`src/rtl/trap_alu_pkg.sv`:
```
package trap_alu_pkg;

  localparam logic [3:0] OP_ADD_CHK = 4'd0;
  localparam logic [3:0] OP_SUB_CHK = 4'd1;
  localparam logic [3:0] OP_ADD_UNS = 4'd2;
  localparam logic [3:0] OP_SUB_UNS = 4'd3;
  localparam logic [3:0] OP_ADD_PLN = 4'd4;
  localparam logic [3:0] OP_SUB_PLN = 4'd5;
  localparam logic [3:0] OP_ADD_TAG = 4'd6;
  localparam logic [3:0] OP_SUB_TAG = 4'd7;
  localparam logic [3:0] OP_AND     = 4'd8;
  localparam logic [3:0] OP_OR      = 4'd9;
  localparam logic [3:0] OP_XOR     = 4'd10;
  localparam logic [3:0] OP_BOUND   = 4'd11;

  typedef enum logic [1:0] {
    CY_KEEP,
    CY_CLEAR,
    CY_LOAD,
    CY_LOAD_INV
  } carryModeE;

  typedef enum logic [2:0] {
    RS_ADDER,
    RS_AND,
    RS_OR,
    RS_XOR,
    RS_PASS_A,
    RS_ZERO
  } resSelE;

  typedef struct packed {
    logic      subtract;
    logic      useCarry;
    logic      ovfCheck;
    logic      tagCheck;
    logic      bndCheck;
    carryModeE carryMode;
    resSelE    resSel;
  } aluStrobesT;

endpackage

```
`src/rtl/trap_alu_ctrl.sv`:
```
module trap_alu_ctrl
  import trap_alu_pkg::*;
(
  input  logic [3:0] opSel,
  output aluStrobesT strobes
);

  always_comb begin
    strobes = '{subtract: 1'b0, useCarry: 1'b0, ovfCheck: 1'b0,
                tagCheck: 1'b0, bndCheck: 1'b0,
                carryMode: CY_KEEP, resSel: RS_ZERO};
    case (opSel)
      OP_ADD_CHK: begin
        strobes.useCarry  = 1'b1;
        strobes.ovfCheck  = 1'b1;
        strobes.carryMode = CY_CLEAR;
        strobes.resSel    = RS_ADDER;
      end
      OP_SUB_CHK: begin
        strobes.subtract  = 1'b1;
        strobes.useCarry  = 1'b1;
        strobes.ovfCheck  = 1'b1;
        strobes.carryMode = CY_CLEAR;
        strobes.resSel    = RS_ADDER;
      end
      OP_ADD_UNS: begin
        strobes.useCarry  = 1'b1;
        strobes.carryMode = CY_LOAD;
        strobes.resSel    = RS_ADDER;
      end
      OP_SUB_UNS: begin
        strobes.subtract  = 1'b1;
        strobes.useCarry  = 1'b1;
        strobes.carryMode = CY_LOAD_INV;
        strobes.resSel    = RS_ADDER;
      end
      OP_ADD_PLN: strobes.resSel = RS_ADDER;
      OP_SUB_PLN: begin
        strobes.subtract = 1'b1;
        strobes.resSel   = RS_ADDER;
      end
      OP_ADD_TAG: begin
        strobes.ovfCheck  = 1'b1;
        strobes.tagCheck  = 1'b1;
        strobes.carryMode = CY_CLEAR;
        strobes.resSel    = RS_ADDER;
      end
      OP_SUB_TAG: begin
        strobes.subtract  = 1'b1;
        strobes.ovfCheck  = 1'b1;
        strobes.tagCheck  = 1'b1;
        strobes.carryMode = CY_CLEAR;
        strobes.resSel    = RS_ADDER;
      end
      OP_AND:   strobes.resSel = RS_AND;
      OP_OR:    strobes.resSel = RS_OR;
      OP_XOR:   strobes.resSel = RS_XOR;
      OP_BOUND: begin
        strobes.bndCheck = 1'b1;
        strobes.resSel   = RS_PASS_A;
      end
      default: ;
    endcase
  end

endmodule

```
`src/rtl/trap_alu_datapath.sv`:
```
module trap_alu_datapath
  import trap_alu_pkg::*;
#(
  parameter int WIDTH = 32
) (
  input  logic             clk,
  input  logic             rstN,
  input  aluStrobesT       strobes,
  input  logic [WIDTH-1:0] ra,
  input  logic [WIDTH-1:0] rb,
  input  logic             carryEn,
  output logic [WIDTH-1:0] result,
  output logic             ovfTrap,
  output logic             tagTrap,
  output logic             bndTrap,
  output logic             carryQ
);

  localparam int MSB = WIDTH - 1;
  localparam int TAG = WIDTH - 2;

  logic [WIDTH-1:0] bEff;
  logic             cinEff;
  logic [WIDTH:0]   sum;
  logic             ovfRaw;
  logic             tagBad;
  logic             bndHit;
  logic             anyTrap;

  // Subtraction is a + ~b + 1 - carry, so the carry-in inverts.
  assign bEff   = strobes.subtract ? ~rb : rb;
  assign cinEff = (strobes.useCarry & carryQ) ^ strobes.subtract;
  assign sum    = {1'b0, ra} + {1'b0, bEff} + {{WIDTH{1'b0}}, cinEff};

  assign ovfRaw = (ra[MSB] == bEff[MSB]) && (sum[MSB] != ra[MSB]);
  assign tagBad = (ra[MSB] ^ ra[TAG]) | (rb[MSB] ^ rb[TAG]) |
                  (sum[MSB] ^ sum[TAG]);
  // Exact comparison on sign-extended operands: Ra-Rb >= 0 never wraps.
  assign bndHit = ra[MSB] |
                  ($signed({ra[MSB], ra}) >= $signed({rb[MSB], rb}));

  assign ovfTrap = strobes.ovfCheck & ovfRaw;
  assign tagTrap = strobes.tagCheck & tagBad;
  assign bndTrap = strobes.bndCheck & bndHit;
  assign anyTrap = ovfTrap | tagTrap | bndTrap;

  always_comb begin
    case (strobes.resSel)
      RS_ADDER:  result = sum[WIDTH-1:0];
      RS_AND:    result = ra & rb;
      RS_OR:     result = ra | rb;
      RS_XOR:    result = ra ^ rb;
      RS_PASS_A: result = ra;
      default:   result = '0;
    endcase
  end

  always_ff @(posedge clk or negedge rstN) begin
    if (!rstN) begin
      carryQ <= 1'b0;
    end else if (carryEn && !anyTrap) begin
      case (strobes.carryMode)
        CY_CLEAR:    carryQ <= 1'b0;
        CY_LOAD:     carryQ <= sum[WIDTH];
        CY_LOAD_INV: carryQ <= ~sum[WIDTH];
        default:     carryQ <= carryQ;
      endcase
    end
  end


  trap_carry_hold_chk: assert property (@(posedge clk) disable iff (!rstN)
    (ovfTrap || tagTrap || bndTrap) |=> $stable(carryQ));


  no_enable_hold_chk: assert property (@(posedge clk) disable iff (!rstN)
    !carryEn |=> $stable(carryQ));

endmodule

```
`src/rtl/trap_alu.sv`:
```
module trap_alu
  import trap_alu_pkg::*;
#(
  parameter int WIDTH = 32
) (
  input  logic             clk,
  input  logic             rstN,
  input  logic [3:0]       opSel,
  input  logic [WIDTH-1:0] ra,
  input  logic [WIDTH-1:0] rb,
  input  logic             carryEn,
  output logic [WIDTH-1:0] result,
  output logic             ovfTrap,
  output logic             tagTrap,
  output logic             bndTrap,
  output logic             carryFlag
);

  aluStrobesT strobes;

  trap_alu_ctrl u_ctrl (
    .opSel   (opSel),
    .strobes (strobes)
  );

  trap_alu_datapath #(.WIDTH(WIDTH)) u_dp (
    .clk     (clk),
    .rstN    (rstN),
    .strobes (strobes),
    .ra      (ra),
    .rb      (rb),
    .carryEn (carryEn),
    .result  (result),
    .ovfTrap (ovfTrap),
    .tagTrap (tagTrap),
    .bndTrap (bndTrap),
    .carryQ  (carryFlag)
  );


  plain_no_trap_chk: assert property (@(posedge clk) disable iff (!rstN)
    (opSel == OP_ADD_PLN || opSel == OP_SUB_PLN) |->
      !(ovfTrap || tagTrap || bndTrap));


  bound_pass_chk: assert property (@(posedge clk) disable iff (!rstN)
    (opSel == OP_BOUND) |-> (result == ra && !ovfTrap && !tagTrap));


  logic_carry_keep_chk: assert property (@(posedge clk) disable iff (!rstN)
    (opSel == OP_AND || opSel == OP_OR || opSel == OP_XOR) |=>
      $stable(carryFlag));


  tagged_clear_chk: assert property (@(posedge clk) disable iff (!rstN)
    ((opSel == OP_ADD_TAG || opSel == OP_SUB_TAG) && carryEn &&
     !ovfTrap && !tagTrap) |=> !carryFlag);


  unsigned_no_trap_chk: assert property (@(posedge clk) disable iff (!rstN)
    (opSel == OP_ADD_UNS || opSel == OP_SUB_UNS) |->
      !(ovfTrap || tagTrap || bndTrap));

endmodule

```
`config.mk`:
```
export PLATFORM = sky130hd
export DESIGN_NAME = trap_alu
export DESIGN_NICKNAME = d
export VERILOG_FILES = /design/src/rtl/trap_alu_pkg.sv /design/src/rtl/trap_alu_ctrl.sv /design/src/rtl/trap_alu_datapath.sv /design/src/rtl/trap_alu.sv
export SDC_FILE = /design/constraint.sdc
export NUM_CORES = 1
export LEC_CHECK = 0
export ABC_AREA = 1
export BUFFER_PORTS_ARGS = -buffer_cell sky130_fd_sc_hd__buf_4
export CAP_MARGIN = 20
export CORE_AREA = 2 2 106 108
export DETAILED_ROUTE_END_ITERATION = 7
export DIE_AREA = 0 0 108 110
export GPL_ROUTABILITY_DRIVEN = 0
export PLACE_DENSITY_LB_ADDON = 0.2
export SETUP_SLACK_MARGIN = 0.02
export SYNTH_ARGS = -nofsm -noshare
export SYNTH_HDL_FRONTEND = slang
export SYNTH_SLANG_ARGS = --single-unit
```
`constraint.sdc`:
```
create_clock -name clk -period 5.05 [get_ports clk]
set_input_delay 1.01 -clock clk [delete_from_list [all_inputs] [get_ports clk]]
set_output_delay 1.01 -clock clk [all_outputs]
set_load 0.1 [all_outputs]
```
# Word level (Yosys, flattened, before mapping)
# Cells that the tools add are included.
# op_classes
bitwise,18
n_lt_le_gt_ge,1
mux,10
n_reduce_logical,12
addsub,2
n_eq_ne,20
# op_table
operator,n
one-hot mux 32 bit (5 select lines),1
adder 32 x 32 -> 33 bit,1
adder 33 x 1 -> 33 bit,1
AND 32 bit,1
>= comparator 32 bit,1
two-way mux 32 bit,1
inverter 32 bit,1
OR 32 bit,1
XOR 32 bit,1
"equality test 4 x 3 -> 1 bit, second input constant",4
"equality test 4 bit, second input constant",4
one-hot mux 3 bit (5 select lines),1
OR reduction 4 bit,3
"equality test 4 x 2 -> 1 bit, second input constant",2
OR reduction 8 bit,1
"equality test 3 x 2 -> 1 bit, second input constant",2
one-hot mux 2 bit (3 select lines),1
two-way mux 1 bit,5
OR 1 bit,5
AND 1 bit,4
"equality test 2 bit, second input constant",2
"equality test 4 x 1 -> 1 bit, second input constant",1
zero test 4 bit,1
XOR 1 bit,4
other kinds (13),14
# word_totals
in_bits,71
regBits,1
out_inout_bits,36
elab_cells,64

# Longest topological paths before layout
# Gate-level depths: netlist of run 1.
# logic_depth
depth_word,14
depth_mapped,22
ltp_nobuf,21

# Cells and area by module
# A second synthesis of run 1 with hierarchy kept.
# hier_totals
cells_unflattened,902
hier_area_um2,5403.9
# by_module_without_submodules
mod,seq_area_each_um2,area_each_um2,cells_per_inst,instances
trap_alu_datapath,25.0,5313.8,881,1
trap_alu_ctrl,0.0,90.1,21,1

# Least setup slack after synthesis of run 1
# No wires, ideal clock.
# synth_timing
kind,input port to output port
start,input port opSel[3]
end,output port result[26]
arrival_time_ps,5128
required_time_ps,4040
slack_ps,-1088
cell_stages,18
n_path_buf,1
path_cell_list,inv_2 -> nand2_1 -> buf_2 -> xor2_1 -> fa_1 -> inv_1 -> fa_1 -> inv_1 -> nand2_1 -> nand3_2 -> nand2_1 -> nand2_2 -> nand3_1 -> nand3_1 -> a21oi_1 -> nand2_1 -> nand2_1 -> o21ai_0
# synth_between
elab_chain_cells,7
word_cells_on_any_way,29
cone_classes,add/sub (2); eq/ne (15); mux (5); bitwise (2); reduce/logical (5)
# synth_lines
item,line,rtl
start: declaration,trap_alu.sv:8,"input logic [3:0] opSel,"
equality test 4 x 3 -> 1 bit (tied with other cells),trap_alu_ctrl.sv:12,case (opSel)
OR reduction 4 bit (no source line),n/a,
two-way mux 1 bit,trap_alu_ctrl.sv:12,
two-way mux 32 bit / AND 1 bit (equally long branches),"trap_alu_datapath.sv:31, trap_alu_datapath.sv:32",
adder 32 x 32 -> 33 bit / XOR 1 bit (equally long branches),"trap_alu_datapath.sv:33, trap_alu_datapath.sv:32",
adder 33 x 1 -> 33 bit,trap_alu_datapath.sv:33,"assign sum = {1'b0, ra} + {1'b0, bEff} + {{WIDTH{1'b0}}, cinEff};"
one-hot mux 32 bit (5 select lines) (*),trap_alu_datapath.sv:48,case (strobes.resSel)
end: declaration,trap_alu.sv:12,"output logic [WIDTH-1:0] result,"
# Mark *: on every way between the ends. The rest lies on a longest branch, timed or not.

# Final worst setup path of run 1
# layout_timing
start,input port opSel[3]
end,output port result[20]
# The elaborated chain is that of the path after synthesis.

==> results of run 1 <==
-- report_power, final --
group          switching [mW]  internal (mW)  leakage [nW]
Sequential           0.000596        0.00885        0.0137
Combinational           0.816          0.320          3.47
Clock                       0              0             0
Total                   0.816          0.329          3.48
-- layer usage --
metal  vias up  wire length [µm]  global-route usage (%)  part of all wire, %
li1       3006                 -                       -                    -
met5         -                 0                       0                    0
met3        26               782                    1.88                  5.1
met2       149              7060                    46.9                   46
met4         0               291                    4.76                  1.9
met1      2614              7050                    33.8                   46
-- logic make-up (layout without fill, tap and decap cells) --
kind of cell / Yosys count / count (layout)
adders and majority gates: 129 / 129
buffers and inverters: 169 / 271
xor gates and xnor gates: 42 / 42
and+or+nand+nor: 332 / 332
DFF: 1 / 1
AOI/OAI and AO/OA: 180 / 180
-- placed cells by master, fill, tap and decap left out, types with 3 or more instances in the layout --
cell type  synthesis  final
or2_2              5      5
nor3_1             7      7
ha_1             127    127
o21ai_2            0      8
xor2_1            38     38
buf_4              0    118
a21oi_2            2      4
nor2_1            74     74
o22ai_1           27     27
o21ai_1            3      4
nor2_2             4      3
nand4_1            3      3
nor4_1             5      5
nand2_2           10     10
xnor2_1            4      4
o211ai_1           5      5
a21oi_1           61     59
inv_1            148    148
o21ai_0           52     43
nand3_1           34     34
o21bai_1           4      4
nand2_1          179    178
a221oi_1          16     16
a311o_1            3      3
inv_2              3      3
-- what timing repair did --
item,in CTS,in global routing
hold buffers,0,0
endpoints found under the hold margin,0,0
gates resized for setup,0,2
endpoints found under the setup margin,0,2
-- cells in the mapped netlist, types with 4 or more instances --
library cell / count
nor4_1: 5
nand3_1: 34
a221oi_1: 16
xnor2_1: 4
o211ai_1: 5
ha_1: 127
o21ai_0: 52
clkbuf_1: 6
nand2_2: 10
nor2_1: 74
o21bai_1: 4
nand2_1: 179
a21oi_1: 61
nor3_1: 7
nor2_2: 4
or2_2: 5
xor2_1: 38
inv_1: 148
o22ai_1: 27
buf_2: 11
-- through the flow --
| step | utilization (%) | hold slack (ns) |
|---|---|---|
| after floorplan | - | 0.714 |
| after global placement | 58.1 | 0.522 |
| after detailed placement | 58.1 | 0.503 |
| after CTS | 58.1 | 0.506 |
| after global routing | 58.2 | 0.555 |
| final | 58.2 | 0.504 |
-- how the worst max path moves through the flow --
stage | end | cells past startpoint | start | slack, ns
after CTS | result[20] | 20 | opSel[3] | 0.26
after global placement | result[20] | 20 | opSel[3] | 0.35
after floorplan | result[26] | 17 | opSel[3] | -0.16
after detailed placement | result[20] | 20 | opSel[3] | 0.26
final | result[20] | 20 | opSel[3] | 0.34
after global routing | result[20] | 20 | opSel[3] | 0.04
-- area by class of cell --
class                      count  area share, %
sequential                     1          0.402
tap                          140           2.81
multi-input combinational    683           73.0
timing repair buffer         120           14.7
inverter                     151           9.10
-- critical path: stages --
cell and delay (ns):
buf_4 0.14, nor2_1 0.20, nand2_1 0.10, xor2_1 0.16, fa_1 0.40, inv_1 0.09
fa_1 0.17, inv_1 0.07, nand2_1 0.08, nand3_2 0.10, nand3_1 0.09, nand3_1 0.14
nand2_1 0.09, nand3_1 0.15, nand2_1 0.10, nand2_1 0.07, a21oi_1 0.11, o21ai_0 0.11
nand2_1 0.09, buf_6 0.22
==> impl_results.md, run 1 <==
* Status: finished clean
* Final instance area at 6230 µm²
* Hold path endpoint: u_dp.carryQ$_DFFE_PN0P_
* Postcts setup bufs at 0
* Crit path max fanout at 6
* Syn Inst Count at 853
* DR vias/cell at 5.29
* Via count at 5795
* Synth Area in Adders at 31.6%
* # fillers at 1148
* Worst Skew at 0 ns
* Hold Path Origin: u_dp.carryQ$_DFFE_PN0P_
* Area growth syn-to-layout at 20.9%
* Main area contributors after synthesis: ha_1, nand2_1, inv_1, xor2_1, a21oi_1
* Final WS setup at 0.337 ns
* Synth Register Bits at 1
* Min-Delay Path Depth at 2
* Critical Path Source Type: input pin
* Reg2reg start: u_dp.carryQ$_DFFE_PN0P_
* Port buffer count at 106
* Die extent in y at 110 µm
* Hold Path Class: reg2reg
* Vias in the first global route at 5451
* XOR/XNOR Fraction of Synth Area at 7.14%
* Critical Path Sink Type: primary output
* Final Setup Violations at 0
* Synth Area in Simple Gates at 27.5%
* Max reg flops at 1
* Post-Layout Cell Count at 1095
* Yosys top cell by area: ha_1
* Synthesized cell area at 5150 µm²
* Final nets at 1157
* Slew margin rel. at 56.0%
* Largest net degree at the start of global routing at 21
* Final Hold Vio Count at 0
* DRT Wirelength at 15.2 mm
* Worst slew pin tran at 0.652 ns
* Critical Path RT at 4.04 ns
* First-pass GRT wire length at 25.3 mm
* Ant. Diodes at 0
* Max Clk Rate at 212 MHz
* Max-Cap Viols at 0
* Setup TNS at 0 ns
* Main synth FF type: dfrtp_1
* Estimated wirelength of the detail-placed design at 12.8 mm
* Yosys top cell area share at 30.8%
* Initial antenna violation count at 0
* Reg2Reg Capture Point: u_dp.carryQ$_DFFE_PN0P_
* Gr usage total at 25.8%
* Area of the multi-input gates at 4550 µm²
* Reg-to-reg setup timing slack at 2.41 ns
* Worst-Skew Late Latency at 0 ns
* Area post-placement at 6220 µm²
* Routed WL per cell at 13.9 µm
* Final period utilization at 93.3%
* IO Pins at 107
* Ys async rst share at 100%
* Largest regs: u_dp.carryQ: 1 flops
* Rows at 38
* Top reg by flops: u_dp.carryQ
* Dpl cells at 1095
* RSZ-0062 raised after global routing: no
* Minimum clock period at 4.71 ns
* Avg Cell Area, Syn at 6.04 µm²
* Critical path type: in2out
* Core Box Area at 10700 µm²
* Initial DRC count at 296
* Leak at 3.48 nW
* R2R cell count at 17
* Mapped Nets at 1053
* Synth warn at 0
* Reg area at 25.0 µm²
* Sequential fraction of the synthesis area at 0.485%
* DRT Pass-1 Iters at 4
* Mux cell area share after synthesis at 0%
* Clk slew on worst S/H paths at 0 ns
* Pre-CTS setup slack at 0.258 ns
* Post-synthesis compound-gate area fraction at 20.7%
* Unique masters post-synth at 40
* Chip Width at 108 µm
* Peak supply drop at 0.181 mV
* Final ANT Viol Nets at 0
* Die area at 11900 µm²
* Final total power at 1.15 mW
* Post-synth EDFFs at 0
* Slew Viols, Final at 0
* Share of layout cells above drive strength 1 at 17.1%
* Initial core utilization at 48.2%
* Power per Cell Area at 184 nW/µm²
* # DRC at 0
* CP arrival at 3.70 ns
* Total global routing overflow at 0
* Main combinational cell family by area after synthesis: adder cells
Note: power is estimated with default switching activity, not from simulation.
==> inputs of run 2 (changes only) <==
--- a/config.mk
+++ b/config.mk
@@ -9,6 +9,7 @@
 export BUFFER_PORTS_ARGS = -buffer_cell sky130_fd_sc_hd__buf_4
 export CAP_MARGIN = 20
 export CORE_AREA = 2 2 106 108
+export CTS_BUF_LIST = sky130_fd_sc_hd__clkbuf_8
 export DETAILED_ROUTE_END_ITERATION = 7
 export DIE_AREA = 0 0 108 110
 export GPL_ROUTABILITY_DRIVEN = 0
==> constraint.sdc (replaced) <==
create_clock -name clk -period 5.05 [get_ports clk]
set_input_delay 0.7575 -clock clk [delete_from_list [all_inputs] [get_ports clk]]
set_output_delay 0.7575 -clock clk [all_outputs]
set_load 0.1 [all_outputs]
==> run 2 against run 1 <==
Critical path depth down 4. Largest cell class unchanged. Global-route usage down 0.67 points. Design area is 1.5% lower. Via count decreased by 0.86%. Maximum frequency up 5.2%. Final cell count is 0.27% lower. Setup slack gained 0.23 ns. Sequential share of layout area about the same.
==> impl_results.md, run 2 (synthesis results as in run 1) <==
* Status: finished clean
* DRT Pass-1 Iters at 6
* Final instance area at 6140 µm²
* Slew margin rel. at 40.1%
* Worst slew pin tran at 0.898 ns
* Postcts setup bufs at 0
* Largest net degree at the start of global routing at 25
* Ant. Diodes at 0
* DRT Wirelength at 15.1 mm
* Final nets at 1154
* Max-Cap Viols at 0
* Area growth syn-to-layout at 19.0%
* Post_cts resized at 0
* Clock power share at 0%
* Hold Path Class: reg2reg
* Dpl cells at 1092
* P_sw at 0.809 mW
* Worst Skew at 0 ns
* Final total power at 1.13 mW
* IO Pins at 107
* Net Sw Frac at 71.5%
* Top reg by flops: u_dp.carryQ
* Final ANT Viol Nets at 0
* Commonest non-fill, non-tap cell in the layout: nand2_1
* Largest regs: u_dp.carryQ: 1 flops
* Clk slew on worst S/H paths at 0 ns
* Final Setup Violations at 0
* Most frequent cells in the layout: nand2_1, inv_1, ha_1, buf_4, nor2_1
* Chip Width at 108 µm
* Critical path type: in2out
* Total global routing overflow at 0
* Post-Layout Cell Count at 1092
* Core Box Area at 10700 µm²
* Initial DRC count at 393
* Area post-placement at 6140 µm²
* # DRC at 0
* Share of layout cells above drive strength 1 at 15.8%
* Vias in the first global route at 5263
* Rows at 38
* Final WS setup at 0.572 ns
* CP arrival at 3.72 ns
* Die area at 11900 µm²
* Internal Power at 0.323 mW
* First-pass GRT wire length at 24.6 mm
* Via count at 5745
* # hold bufs at CTS at 0
* Final Hold Vio Count at 0
* Gr usage total at 25.1%
* Leak at 3.45 nW
* Final period utilization at 88.7%
* Crit path max fanout at 24
* DR vias/cell at 5.26
* Minimum clock period at 4.48 ns
* Critical Path RT at 4.29 ns
* Initial core utilization at 48.2%
* Reg-to-reg setup timing slack at 2.45 ns
* RSZ-0062 raised after global routing: no
* Routed WL per cell at 13.8 µm
* Slew Viols, Final at 0
* Die extent in y at 110 µm
* Port buffer count at 106
* Max reg flops at 1
* Power per Cell Area at 184 nW/µm²
* Peak supply drop at 0.172 mV
* Combinational cell fraction of total power at 99.2%
* Critical Path Source Type: input pin
* Pre-CTS setup slack at 0.631 ns
* Worst-Skew Late Latency at 0 ns
* Estimated wirelength of the detail-placed design at 12.5 mm
* Critical Path Sink Type: primary output
* Flop pwr share at 0.8%
* Setup TNS at 0 ns
* # fillers at 1121
* Max Clk Rate at 223 MHz
* Initial antenna violation count at 0
run 2: through the flow:
step	util, %	hold slack, ns
2_1_floorplan	-	0.462
5_1_grt	57.4	0.537
4_1_cts	57.4	0.508
6_report	57.4	0.511
3_3_place_gp	57.4	0.514
3_5_place_dp	57.4	0.506
run 2: path summary, 6_finish.rpt:
path,startpoint,end,depth (start not counted)
worst max-delay path,opSel[3],result[26],16
worst min-delay path,u_dp.carryQ$_DFFE_PN0P_,u_dp.carryQ$_DFFE_PN0P_,2
worst max register to register,u_dp.carryQ$_DFFE_PN0P_,u_dp.carryQ$_DFFE_PN0P_,17
worst min register to register,u_dp.carryQ$_DFFE_PN0P_,u_dp.carryQ$_DFFE_PN0P_,2
max in group asynchronous,rstN,u_dp.carryQ$_DFFE_PN0P_,1
min in group asynchronous,rstN,u_dp.carryQ$_DFFE_PN0P_,1
run 2: final cells by class:
type	count	area, µm²	area share (%)
Inverter	151	567	9.24
Multi-Input combinational cell	683	4490	73.2
Sequential cell	1	25.0	0.408
Tap cell	140	175	2.85
Timing Repair Buffer	117	878	14.3
run 2: per-layer routing:
layer,share of wire (%),track usage (%),vias to the layer above
met4,2.1,3.94,0
met2,45,43.4,192
met3,5.8,1.12,29
li1,-,-,2992
met5,0,0,-
met1,47,35.4,2532
run 2: power groups by stage:
stage	combinational, mW	clock, mW	sequential (mW)
after floorplan	0.836	0	0.0143
after global routing	1.21	0	0.00949
after CTS	1.12	0	0.00944
after global placement	1.11	0	0.00948
after detailed placement	1.11	0	0.00942
final	1.12	0	0.00947
run 2: worst max-delay path: stages:
cell and delay [ns]:
buf_4 0.29, inv_2 0.07, nand2_2 0.11, buf_4 0.32, xor2_1 0.18, ha_1 0.30
a21oi_1 0.27, nand2_1 0.10, a21oi_1 0.17, nand2_2 0.14, nand3_1 0.10, nand3_1 0.14
a21oi_1 0.25, nor2_1 0.07, o21ai_1 0.14, buf_4 0.30
==> inputs of run 3 (changes only) <==
--- a/config.mk
+++ b/config.mk
@@ -8,10 +8,10 @@
 export ABC_AREA = 1
 export BUFFER_PORTS_ARGS = -buffer_cell sky130_fd_sc_hd__buf_4
 export CAP_MARGIN = 20
-export CORE_AREA = 2 2 106 108
+export CORE_AREA = 2 2 97 99
 export CTS_BUF_LIST = sky130_fd_sc_hd__clkbuf_8
 export DETAILED_ROUTE_END_ITERATION = 7
-export DIE_AREA = 0 0 108 110
+export DIE_AREA = 0 0 99 101
 export GPL_ROUTABILITY_DRIVEN = 0
 export PLACE_DENSITY_LB_ADDON = 0.2
 export SETUP_SLACK_MARGIN = 0.02
==> run 3 against run 2 <==
Hold slack got worse by 0.015 ns. First-iteration DRC count shrank 28%. Wire length shrank 6.2%. Global-route usage up 3.4 points. Flip-flop and latch count did not move. Register-to-register slack about the same. Final cell count down 2.9%. Via count about the same. Critical path depth up 3. Setup slack lost 0.11 ns. Design area down 0.96%.
==> impl_results.md, run 3 (synthesis results as in run 1) <==
* Final instance area at 6080 µm²
* Dpl cells at 1060
* Final ANT Viol Nets at 0
* Final nets at 1151
* Critical Path Source Type: input pin
* Total global routing overflow at 0
* Reg2Reg Capture Point: u_dp.carryQ$_DFFE_PN0P_
* Slew margin rel. at 38.5%
* Status: finished clean
* Worst Skew at 0 ns
* Estimated wirelength of the detail-placed design at 11.7 mm
* Instance count on the critical path at 19
* Critical Path RT at 4.29 ns
* Crit path buf inv count at 5
* Critical Path Sink Type: primary output
* Via count at 5743
* CP most frequent cell: nand2_1
* Share of layout cells above drive strength 1 at 15.5%
* Commonest non-fill, non-tap cell in the layout: nand2_1
* Final period utilization at 90.8%
* Peak supply drop at 0.195 mV
* Top cell family by delay on the critical path: buffers and inverters
* CP arrival at 3.83 ns
* Top reg by flops: u_dp.carryQ
* Final Setup Violations at 0
* Final Hold Vio Count at 0
* Ant. Diodes at 0
* Die area at 10000 µm²
* Slew Viols, Final at 0
* Worst setup path start: opSel[3]
* Reg-to-reg setup timing slack at 2.46 ns
* Minimum clock period at 4.59 ns
* Postcts setup bufs at 0
* Largest net degree at the start of global routing at 25
* Most frequent cells in the layout: nand2_1, inv_1, ha_1, buf_4, nor2_1
* First-pass GRT wire length at 24.3 mm
* End of the critical path: result[29]
* Area growth syn-to-layout at 17.9%
* Initial antenna violation count at 0
* Max-Cap Viols at 0
* Setup TNS at 0 ns
* Initial DRC count at 284
* Worst path max stage delay at 0.31 ns
* Initial core utilization at 57.4%
* Core Box Area at 8980 µm²
* Rows at 35
* DRT Wirelength at 14.2 mm
* Routed WL per cell at 13.4 µm
* DRT Pass-1 Iters at 5
* R2R cell count at 17
* Hold Path Class: reg2reg
* Largest regs: u_dp.carryQ: 1 flops
* Critical path type: in2out
* IO Pins at 107
* Port buffer count at 106
* Leak at 3.43 nW
* RSZ-0062 raised after global routing: no
* Reg2reg start: u_dp.carryQ$_DFFE_PN0P_
* Clk slew on worst S/H paths at 0 ns
* Max reg flops at 1
* Max Clk Rate at 218 MHz
* Chip Width at 99 µm
* DR vias/cell at 5.42
* Die extent in y at 101 µm
* # DRC at 0
* # fillers at 872
* Max stage delay cell, worst path: buf_4
* Min-Delay Path Depth at 2
* Worst-Skew Late Latency at 0 ns
* Power per Cell Area at 184 nW/µm²
* Worst slew pin tran at 0.921 ns
* Area post-placement at 6080 µm²
* # hold bufs at CTS at 0
* Crit path max fanout at 24
* CP Cell Sequence: buf_4 -> inv_2 -> nand2_2 -> buf_4 -> xor2_1 -> ha_1 -> or2_1 -> nand2_1 -> nor2_1 -> nor2_1 -> inv_1 -> nand2_1 -> nand2_1 -> nand3_1 -> nand2_1 -> nand2_1 -> nand2_1 -> o21ai_1 -> buf_4
* Post_cts resized at 0
* Post-Layout Cell Count at 1060
* Gr usage total at 28.6%
* Vias in the first global route at 5558
[run 3: cell count changes in the layout (fill, tap and decap cells not counted)]
cell | before | now
buf_4 | 117 | 114
[run 3: through the flow]
| stage | setup WS [ns] | hold WS, ns | power [mW] | utilization [%] |
|---|---|---|---|---|
| 3_3_place_gp | 0.585 | 0.500 | 1.10 | 67.7 |
| 4_1_cts | 0.501 | 0.499 | 1.11 | 67.7 |
| 3_5_place_dp | 0.505 | 0.499 | 1.11 | 67.7 |
| 5_1_grt | 0.161 | 0.533 | 1.22 | 67.7 |
| 2_1_floorplan | 0.115 | 0.462 | 0.850 | - |
| 6_report | 0.464 | 0.496 | 1.12 | 67.7 |
[run 3: how the worst min path moves through the flow]
stage	start	endpoint	slack (ns)
4_1_cts	u_dp.carryQ$_DFFE_PN0P_	u_dp.carryQ$_DFFE_PN0P_	0.50
3_5_place_dp	u_dp.carryQ$_DFFE_PN0P_	u_dp.carryQ$_DFFE_PN0P_	0.50
2_1_floorplan	rstN	u_dp.carryQ$_DFFE_PN0P_	0.46
3_3_place_gp	u_dp.carryQ$_DFFE_PN0P_	u_dp.carryQ$_DFFE_PN0P_	0.50
5_1_grt	u_dp.carryQ$_DFFE_PN0P_	u_dp.carryQ$_DFFE_PN0P_	0.53
6_report	u_dp.carryQ$_DFFE_PN0P_	u_dp.carryQ$_DFFE_PN0P_	0.50
[run 3: cell type report]
type                    count  area [µm²]  area share, %
well taps                 111         139           2.29
inverters                 151         567           9.33
flip-flops and latches      1        25.0          0.412
repair buffers            114         856           14.1
multi-input cells         683        4490           73.9
[run 3: layer usage]
metal	track usage [%]	vias up	wire, µm	share of wire [%]
li1	-	2985	-	-
met1	35.0	2546	6200	44
met2	52.8	185	6750	48
met3	3.68	27	972	6.9
met4	6.85	0	255	1.8
met5	0	-	0	0
[run 3: report_power, final]
| group | internal, mW | total [mW] | switching (mW) |
|---|---|---|---|
| combinational | 0.308 | 1.11 | 0.798 |
| clock | 0 | 0 | 0 |
| sequential | 0.00885 | 0.00939 | 0.000543 |
| total | 0.317 | 1.12 | 0.798 |
[run 3: worst reg2reg max path, cell delays in order (launching register included)]
cell and delay [ns]:
dfrtp_1 0.37, nand2_1 0.09, xor2_1 0.18, fa_1 0.21
inv_1 0.05, fa_1 0.35, inv_1 0.13, nand2_1 0.08
nand3_2 0.11, nand3_1 0.08, nand3_1 0.15, nand2_1 0.07
nand3_1 0.16, nand2_1 0.12, nand3_1 0.10, nand2_1 0.09
nand3_1 0.09, nand2_1 0.05
